$ cat config.mk
export PLATFORM = sky130hd
export DESIGN_NAME = sbrx_top
export DESIGN_NICKNAME = d
export VERILOG_FILES = /design/src/rtl/sbrx_pkg.sv /design/src/rtl/sbrx_sync.sv /design/src/rtl/sbrx_fsm.sv /design/src/rtl/sbrx_datapath.sv /design/src/rtl/sbrx_top.sv
export SDC_FILE = /design/constraint.sdc
export NUM_CORES = 1
export LEC_CHECK = 0
export BUFFER_PORTS_ARGS = -buffer_cell sky130_fd_sc_hd__clkbuf_2
export CORE_ASPECT_RATIO = 0.5
export CORE_UTILIZATION = 50
export DETAILED_ROUTE_END_ITERATION = 8
export PLACE_DENSITY = 0.71
export REMOVE_ABC_BUFFERS = 1
export SLEW_MARGIN = 0
export SYNTH_ARGS = -nofsm -noshare
export SYNTH_HDL_FRONTEND = slang
export SYNTH_SLANG_ARGS = --single-unit
$ cat constraint.sdc
create_clock -name clk -period 2.94 [get_ports clk]
set_clock_uncertainty 0.2 [all_clocks]
set_input_delay 0.588 -clock clk [delete_from_list [all_inputs] [get_ports clk]]
set_output_delay 0.588 -clock clk [all_outputs]
set_load 0.1 [all_outputs]
$ cat src/rtl/sbrx_pkg.sv
package sbrx_pkg;

    localparam int CTRL_BITS   = 8;
    localparam int RES_BITS    = 12;
    localparam int SYNC_STAGES = 2;

    typedef enum logic [2:0] {
        ST_IDLE,
        ST_HUNT,
        ST_CTRL,
        ST_ARM,
        ST_BUSY,
        ST_SHIFT,
        ST_TAIL
    } sbrx_state_e;

endpackage

$ cat src/rtl/sbrx_sync.sv
module sbrx_sync #(
    parameter int STAGES = sbrx_pkg::SYNC_STAGES
) (
    input  logic clk,
    input  logic rst_n,
    input  logic cs_n,
    input  logic sclk,
    input  logic din,
    output logic cs_hi,
    output logic din_s,
    output logic sclk_rise,
    output logic sclk_fall
);
    // bit order {cs_n, sclk, din}; select idles high
    localparam logic [2:0] RST_VAL = 3'b100;

    logic [2:0] pipe [STAGES];
    logic       sclk_prev;

    for (genvar g = 0; g < STAGES; g++) begin : g_stage
        if (g == 0) begin : g_first
            always_ff @(posedge clk or negedge rst_n) begin
                if (!rst_n) pipe[g] <= RST_VAL;
                else        pipe[g] <= {cs_n, sclk, din};
            end
        end else begin : g_next
            always_ff @(posedge clk or negedge rst_n) begin
                if (!rst_n) pipe[g] <= RST_VAL;
                else        pipe[g] <= pipe[g-1];
            end
        end
    end

    always_ff @(posedge clk or negedge rst_n) begin
        if (!rst_n) sclk_prev <= 1'b0;
        else        sclk_prev <= pipe[STAGES-1][1];
    end

    assign cs_hi     = pipe[STAGES-1][2];
    assign din_s     = pipe[STAGES-1][0];
    assign sclk_rise =  pipe[STAGES-1][1] & ~sclk_prev;
    assign sclk_fall = ~pipe[STAGES-1][1] &  sclk_prev;

endmodule

$ cat src/rtl/sbrx_fsm.sv
module sbrx_fsm
    import sbrx_pkg::*;
#(
    parameter int CTRL_W = CTRL_BITS,
    parameter int RES_W  = RES_BITS
) (
    input  logic clk,
    input  logic rst_n,
    input  logic cs_hi,
    input  logic din_s,
    input  logic sclk_rise,
    input  logic sclk_fall,
    output logic busy,
    output logic ctrl_shift,
    output logic ctrl_done,
    output logic res_load,
    output logic res_shift,
    output logic shifting
);
    localparam int CNT_MAX = (CTRL_W > RES_W) ? CTRL_W : RES_W;
    localparam int CNT_W   = $clog2(CNT_MAX);
    localparam logic [CNT_W-1:0] CTRL_LAST = CNT_W'(CTRL_W - 2);
    localparam logic [CNT_W-1:0] RES_LAST  = CNT_W'(RES_W - 1);

    sbrx_state_e state, state_d;
    logic [CNT_W-1:0] cnt, cnt_d;

    // state register
    always_ff @(posedge clk or negedge rst_n) begin
        if (!rst_n) begin
            state <= ST_IDLE;
            cnt   <= '0;
        end else begin
            state <= state_d;
            cnt   <= cnt_d;
        end
    end

    // next state
    always_comb begin
        state_d = state;
        if (cs_hi) begin
            state_d = ST_IDLE;
        end else begin
            unique case (state)
                ST_IDLE:  state_d = ST_HUNT;
                ST_HUNT:  if (sclk_rise && din_s) state_d = ST_CTRL;
                ST_CTRL:  if (sclk_rise && cnt == CTRL_LAST) state_d = ST_ARM;
                ST_ARM:   if (sclk_fall) state_d = ST_BUSY;
                ST_BUSY:  if (sclk_fall) state_d = ST_SHIFT;
                ST_SHIFT: if (sclk_fall && cnt == RES_LAST) state_d = ST_TAIL;
                ST_TAIL:  state_d = ST_TAIL;
                default:  state_d = ST_IDLE;
            endcase
        end
    end

    // bit counter
    always_comb begin
        cnt_d = cnt;
        if (state_d != state)
            cnt_d = '0;
        else if ((state == ST_CTRL && sclk_rise) || (state == ST_SHIFT && sclk_fall))
            cnt_d = cnt + 1'b1;
    end

    // outputs and strobes
    always_comb begin
        busy       = 1'b0;
        ctrl_shift = 1'b0;
        ctrl_done  = 1'b0;
        res_load   = 1'b0;
        res_shift  = 1'b0;
        shifting   = 1'b0;
        unique case (state)
            ST_CTRL: begin
                ctrl_shift = sclk_rise & ~cs_hi;
                ctrl_done  = sclk_rise & ~cs_hi & (cnt == CTRL_LAST);
            end
            ST_BUSY: begin
                busy     = 1'b1;
                res_load = sclk_fall & ~cs_hi;
            end
            ST_SHIFT: begin
                shifting  = 1'b1;
                res_shift = sclk_fall & ~cs_hi;
            end
            ST_IDLE, ST_HUNT, ST_ARM, ST_TAIL: ;
            default: ;
        endcase
    end

    // select seen high clears busy by the next cycle
    a_r10_busy_low_on_release: assert property (@(posedge clk) disable iff (!rst_n)
        cs_hi |=> !busy);

    // busy starts only from a falling edge while armed
    a_r3_busy_rise_on_fall: assert property (@(posedge clk) disable iff (!rst_n)
        $rose(busy) |-> $past(sclk_fall) && $past(state) == ST_ARM);

    // busy ends only on a falling edge or select release
    a_r3_busy_one_period: assert property (@(posedge clk) disable iff (!rst_n)
        $fell(busy) |-> $past(sclk_fall) || $past(cs_hi));

    // a zero sampled while hunting keeps the receiver hunting
    a_r2_zero_skipped: assert property (@(posedge clk) disable iff (!rst_n)
        (state == ST_HUNT && sclk_rise && !din_s && !cs_hi) |=> state == ST_HUNT);

    // result bit counter stays within the word
    a_r7_cnt_in_range: assert property (@(posedge clk) disable iff (!rst_n)
        (state == ST_SHIFT) |-> cnt <= RES_LAST);

endmodule

$ cat src/rtl/sbrx_datapath.sv
module sbrx_datapath
    import sbrx_pkg::*;
#(
    parameter int CTRL_W = CTRL_BITS,
    parameter int RES_W  = RES_BITS
) (
    input  logic              clk,
    input  logic              rst_n,
    input  logic              din_s,
    input  logic              ctrl_shift,
    input  logic              ctrl_done,
    input  logic              res_load,
    input  logic              res_shift,
    input  logic              shifting,
    input  logic [RES_W-1:0]  result,
    output logic [CTRL_W-2:0] ctrl,
    output logic              dout
);
    localparam int ACC_W = CTRL_W - 2;

    logic [ACC_W-1:0]  acc;
    logic [CTRL_W-2:0] ctrl_q;
    logic [RES_W-1:0]  res_sh;

    always_ff @(posedge clk or negedge rst_n) begin
        if (!rst_n) begin
            acc    <= '0;
            ctrl_q <= '0;
        end else begin
            if (ctrl_shift) acc <= {acc[ACC_W-2:0], din_s};
            if (ctrl_done)  ctrl_q <= {acc, din_s};
        end
    end

    always_ff @(posedge clk or negedge rst_n) begin
        if (!rst_n)         res_sh <= '0;
        else if (res_load)  res_sh <= result;
        else if (res_shift) res_sh <= {res_sh[RES_W-2:0], 1'b0};
    end

    assign ctrl = ctrl_q;
    assign dout = shifting & res_sh[RES_W-1];

    // the latched control bits move only on byte completion
    a_r5_ctrl_holds: assert property (@(posedge clk) disable iff (!rst_n)
        !ctrl_done |=> $stable(ctrl_q));

endmodule

$ cat src/rtl/sbrx_top.sv
module sbrx_top
    import sbrx_pkg::*;
#(
    parameter int CTRL_W = CTRL_BITS,
    parameter int RES_W  = RES_BITS,
    parameter int STAGES = SYNC_STAGES
) (
    input  logic              clk,
    input  logic              rst_n,
    input  logic              cs_n,
    input  logic              sclk,
    input  logic              din,
    input  logic [RES_W-1:0]  result,
    output logic              busy,
    output logic              dout,
    output logic [CTRL_W-2:0] ctrl
);
    logic cs_hi, din_s, sclk_rise, sclk_fall;
    logic ctrl_shift, ctrl_done, res_load, res_shift, shifting;

    sbrx_sync #(.STAGES(STAGES)) u_sync (
        .clk       (clk),
        .rst_n     (rst_n),
        .cs_n      (cs_n),
        .sclk      (sclk),
        .din       (din),
        .cs_hi     (cs_hi),
        .din_s     (din_s),
        .sclk_rise (sclk_rise),
        .sclk_fall (sclk_fall)
    );

    sbrx_fsm #(.CTRL_W(CTRL_W), .RES_W(RES_W)) u_fsm (
        .clk        (clk),
        .rst_n      (rst_n),
        .cs_hi      (cs_hi),
        .din_s      (din_s),
        .sclk_rise  (sclk_rise),
        .sclk_fall  (sclk_fall),
        .busy       (busy),
        .ctrl_shift (ctrl_shift),
        .ctrl_done  (ctrl_done),
        .res_load   (res_load),
        .res_shift  (res_shift),
        .shifting   (shifting)
    );

    sbrx_datapath #(.CTRL_W(CTRL_W), .RES_W(RES_W)) u_dp (
        .clk        (clk),
        .rst_n      (rst_n),
        .din_s      (din_s),
        .ctrl_shift (ctrl_shift),
        .ctrl_done  (ctrl_done),
        .res_load   (res_load),
        .res_shift  (res_shift),
        .shifting   (shifting),
        .result     (result),
        .ctrl       (ctrl),
        .dout       (dout)
    );

    // no result data while busy is shown
    a_r6_quiet_while_busy: assert property (@(posedge clk) disable iff (!rst_n)
        busy |-> !dout);

endmodule

### Yosys cells after proc, flatten, opt, wreduce, memory -nomap -nowiden

Cells that the tools add are included.

* reduce and logical (&&, ||, !) cells: 9
* bitwise operators: 9
* add/subtract/negate cells: 1
* eq/ne operators: 9
* muxes and demuxes: 17

Operators with widths (number)
* two-way mux 12 bit: 2
* case mux 3 bit (7 select lines): 1
* two-way mux 3 bit: 6
* == test 3 bit (second input constant): 3
* two-way mux 4 bit: 2
* bitwise AND 1 bit: 6
* == test 3 x 2 -> 1 bit (second input constant): 2
* two-way mux 1 bit: 6
* logical AND 1 bit: 5
* adder 4 x 1 -> 4 bit (second input constant): 1
* == test 4 x 3 -> 1 bit (second input constant): 1
* == test 4 bit (second input constant): 1
* nonzero test 2 bit: 2
* == test 3 x 1 -> 1 bit (second input constant): 1
* logical NOT 3 bit: 1
* inequality test 3 bit: 1
* inverter 1 bit: 3
* logical OR 1 bit: 1

* flip-flop bits (word level): 39
* output and inout bits: 9
* input bits: 17

### Longest topological paths before layout

* word-level depth: 8
* gate-level depth with buffers: 7

### Modules after synthesis

From an unflattened synthesis, not the netlist that was laid out.

* cells, all modules: 151
* area, all modules: 1815.5 sq um

Modules (own cells, without submodules)
* sbrx_datapath: area an instance 1034.7 sq um, cells each 80, instances 1
* sbrx_fsm: area an instance 588.1 sq um, cells each 62, instances 1
* sbrx_sync: area an instance 192.7 sq um, cells each 9, instances 1

### Worst setup path after synthesis

No wires, ideal clock.

* path kind: register to register
* start: register u_fsm.state[0]
* end: register u_dp.res_sh[10]
* data required time: 2.603 ns
* setup slack: -0.896 ns
* period minus slack after synthesis: 3.836 ns
* arrival time: 3.499 ns
* cell stages (with the launch flop): 7
* path through: dfrtp_1 > buf_2 > nor3_1 > nand2_1 > clkbuf_1 > nor2_1 > a21oi_1

* word-level cells in the longest chain between the ends: 3
* elaborated cells between the ends (all ways): 6
* those cells by class: eq/ne (2); mux (3); reduce/logical (1)

RTL lines
* start, declared: line sbrx_fsm.sv:25 `sbrx_state_e state, state_d;`
* start signal, assigned: line sbrx_fsm.sv:34 `state <= state_d;`
* == test 3 bit: line sbrx_fsm.sv:75 `unique case (state)`
* two-way mux 1 bit: line sbrx_fsm.sv:75
* two-way mux 12 bit or nonzero test 2 bit (tied branches)
* end signal, assigned: line sbrx_datapath.sv:37 `else if (res_load) res_sh <= result;`
* end signal, assigned: line sbrx_datapath.sv:38 `else if (res_shift) res_sh <= {res_sh[RES_W-2:0], 1'b0};`
* end, declared: line sbrx_datapath.sv:23 `logic [RES_W-1:0] res_sh;`

Parallel ways exist; a longest one is shown, timed or not.
A chain may end at the register's enable or synchronous reset.

### Worst setup path after layout

* start: register u_fsm.state[1]
* end: output port dout

* word-level cells in the longest chain between the ends: 3

RTL lines
* == test 3 bit: line sbrx_fsm.sv:75
* two-way mux 1 bit: line sbrx_fsm.sv:75
* bitwise AND 1 bit: line sbrx_datapath.sv:42 `assign dout = shifting & res_sh[RES_W-1];`
* end, declared: line sbrx_top.sv:15 `output logic dout,`

No other way between the ends.

==> flow_summary.toml <==
[outcome]
run_status = "finished, final reports clean"

[yosys]
synth_cells = 149
synth_area_leader = "dfrtp_1"
synth.ff_latch_count = 39
postSynthAreaPerCell_um2 = 11.9
synth-edff-count = 0
post_synth_num_cell_types = 36
synthMostInstantiatedCell = "dfrtp_1"
area_fraction_in_compound_gates_after_synthesis_pct = 10.3
synth_adder_area_share_pct = 1.41
synth_top_area_share_pct = 52.3
syn-cell-area_mm2 = 0.00177
yosys_warnings = 0
synth.yosys.seq_area_share_pct = 55.3
yosys-top-cells-area = "dfrtp_1 52%, mux2_2 8.3%, mux2i_1 6.2%"
synth_async_sr_flop_share_pct = 100
multiplexer_share_of_the_synthesized_area_pct = 14.5
synth_common_cells = "37 x dfrtp_1, 16 x nor2_1, 14 x a21oi_1"
postSynth.topFlopCell = "dfrtp_1"
post_synth_and_or_nand_nor_area_fraction_pct = 13.2
synth_top_family_by_area = "multiplexers"
yosys.area_share.xor_xnor_pct = 1.48

[place]
place.gp.congestion = 0.774
preCtsSetupSlack_ns = 0.678
numPortBuffers = 25
cell_count_post_placement = 214
dpl.hpwl_um = 1880
total_placed_instance_area_mm2 = 0.00191

[detailed_routing]
detail-route-antenna-nets = 0
post_drt_wl_per_cell_um = 12.4
detailroute.via_count = 1161
route.detailed.vias_per_inst = 5.23
routed_wl_um = 2760
route.detailed.drc = 0
drt_iter0_drc = 31
drtPass1Iterations = 4

[pwr]
power_leakage_nw = 0.990
power-per-cell-area_mw_per_mm2 = 494
power_uw = 981
power.ir.vdd_worst_uv = 249

[job]
cap_viol_max_count = 0

[timing]
timing.final.crit_share_pct = 88.6
finalHoldWorstSlack_ns = 0.158
timing.final.hold_violations = 0
setup-violations-final = 0
highest_clock_frequency_the_design_can_meet_ghz = 0.384
grt_setup_unrepaired = "no"
timing.final.max_slew_violations = 0
finalWorstSetupSlack_ns = 0.335
worst_slew_margin_rel_pct = 38.1
worst-slew-pin-transition_ns = 0.928
period_needed_ns = 2.60

[floorplan]
die_height_um = 44.1
overall_die_area_mm2 = 0.00380
io_pins = 26
fp.coreArea_mm2 = 0.00319
floorplan.rows = 14
fp.dieW_um = 86.2
initial_core_utilization_pct = 55.5

[min_path]
hold_path_depth = 0
hold_path.class = "flip-flop to flip-flop"
worstHoldEndpoint = "u_sync.cs_hi$_DFF_PN1_"
worst_hold_startpoint = "u_sync.pipe[5]$_DFF_PN1_"

[critical_path]
worst_reg2reg_startpoint = "u_fsm.state[1]$_DFF_PN0_"
crit_slowest_cell = "dfrtp_1"
crit_path_capture_type = "output port"
cp_top_family = "buffers and inverters"
timing.rr.end = "u_dp.res_sh[9]$_DFFE_PN0P_"
cp_max_fo = 11
max_stage_delay_ns = 0.52
timing_worst_setup_path_type = "flip-flop to output port"
rrSetupSlack_ns = 0.85
crit_path_start = "u_fsm.state[1]$_DFF_PN0_"
critical_path.n_buffers_inverters = 2
start_kind = "flip-flop"
worst_ep_required_time_ns = 2.15
cp_cell_sequence = "nand3b_1, inv_1, and2_1, clkbuf_2"
worstPathArrival_ns = 1.82
r2r.worst_path.cells = 5

[clock_network]
post_cts_buffers = 0
cts_root_buf = "clkbuf_8"
cts-hold-fix-buffers = 0
cts_tree = "yes"
cts_made_buffers = 5
clock_sink_count = 39
ctsHtreeMaxLevel = 2
clkLatencyLatePin_ns = 0.29
clkSlewWorstSetupHoldPaths_ns = 0.07
cts-resized-gates = 0
cts_buffer_depth = 2

[grt]
vias_in_the_first_global_route = 1110
grt_usage_pct = 17.2
maximum_number_of_pins_on_one_net_before_global_route_repair = 40
initial_antenna_violation_count = 0
grt-ovfl-total = 0
grt_first_pass_wirelength_um = 4790

[final_layout]
final_layout_size_suffix_gt1_share_pct = 31.6
fin_area_mm2 = 0.00199
num-nets-final = 192
area_growth_syn_to_layout_pct = 12.3
instances_no_fill = 222
antenna-diode-count = 0
registers in the layout (all words and copies together) (netlist names):
register	flops
u_fsm.cnt	4
u_fsm.state	3
u_sync.sclk_prev	1
u_dp.acc	6
u_dp.ctrl	7
u_sync.cs_hi	1
u_sync.din_s	1
u_sync.pipe	4
u_dp.res_sh	12
final cells by class:
cell class,instances,area [um^2]
clock buffers,7,76.3
clock inverters,1,5.00
fillers,270,1200
inverters,5,18.8
multi-input cells,97,724
flip-flops and latches,39,978
well taps,48,60.1
repair buffers,25,125
metrics by stage:
step                utilization (%)  setup TNS (ns)
floorplan                         -          -17.98
global placement               59.8               0
detailed placement             59.8               0
CTS                            62.4               0
global route                   62.4               0
finish                         62.4               0
cell usage in the layout, fill, tap and decap left out, drive strengths merged, types with 2 or more instances in the layout:
| master | synthesis | routed |
|---|---|---|
| ha | 2 | 2 |
| xor2 | 2 | 2 |
| dfstp | 2 | 2 |
| a21oi | 14 | 14 |
| nor3 | 8 | 8 |
| o32ai | 2 | 2 |
| o21ai | 2 | 2 |
| mux2i | 11 | 11 |
| inv | 5 | 5 |
| dfrtp | 37 | 37 |
| nand2 | 8 | 8 |
| a2111oi | 2 | 2 |
| nor2 | 17 | 17 |
| nand3b | 2 | 2 |
| clkbuf | 2 | 32 |
| nand2b | 3 | 3 |
| mux2 | 13 | 13 |
metal layers:
layer  vias up  GRT usage (%)  routed length (um)
li1        571              -                   -
met1       554           21.2                1390
met2        29           27.8                1180
met3         7           6.34                 143
met4         0           8.33                  45
met5         -              0                   0
how the worst max path moves through the flow:
stage	depth (start not counted)	endpoint	slack [ns]
3_3_place_gp	4	dout	0.72
4_1_cts	4	dout	0.35
6_report	4	dout	0.34
5_1_grt	4	dout	0.27
2_1_floorplan	5	u_dp.res_sh[0]$_DFFE_PN0P_	-1.51
3_5_place_dp	4	dout	0.68
where the power goes:
group | switching [mW] | internal (mW)
Sequential | 0.0189 | 0.557
Combinational | 0.0336 | 0.0279
Clock | 0.178 | 0.166
cell families (layout without fill, tap and decap cells):
group / after synthesis / after routing
adder cells (fa/ha/maj): 2 / 2
AO/OA/AOI/OAI: 25 / 25
buffers and inverters: 13 / 38
flip-flops: 39 / 39
multiplexers: 24 / 24
XOR/XNOR: 3 / 3
AND/OR/NAND/NOR: 43 / 43
Power figures use the tool's default switching activity.
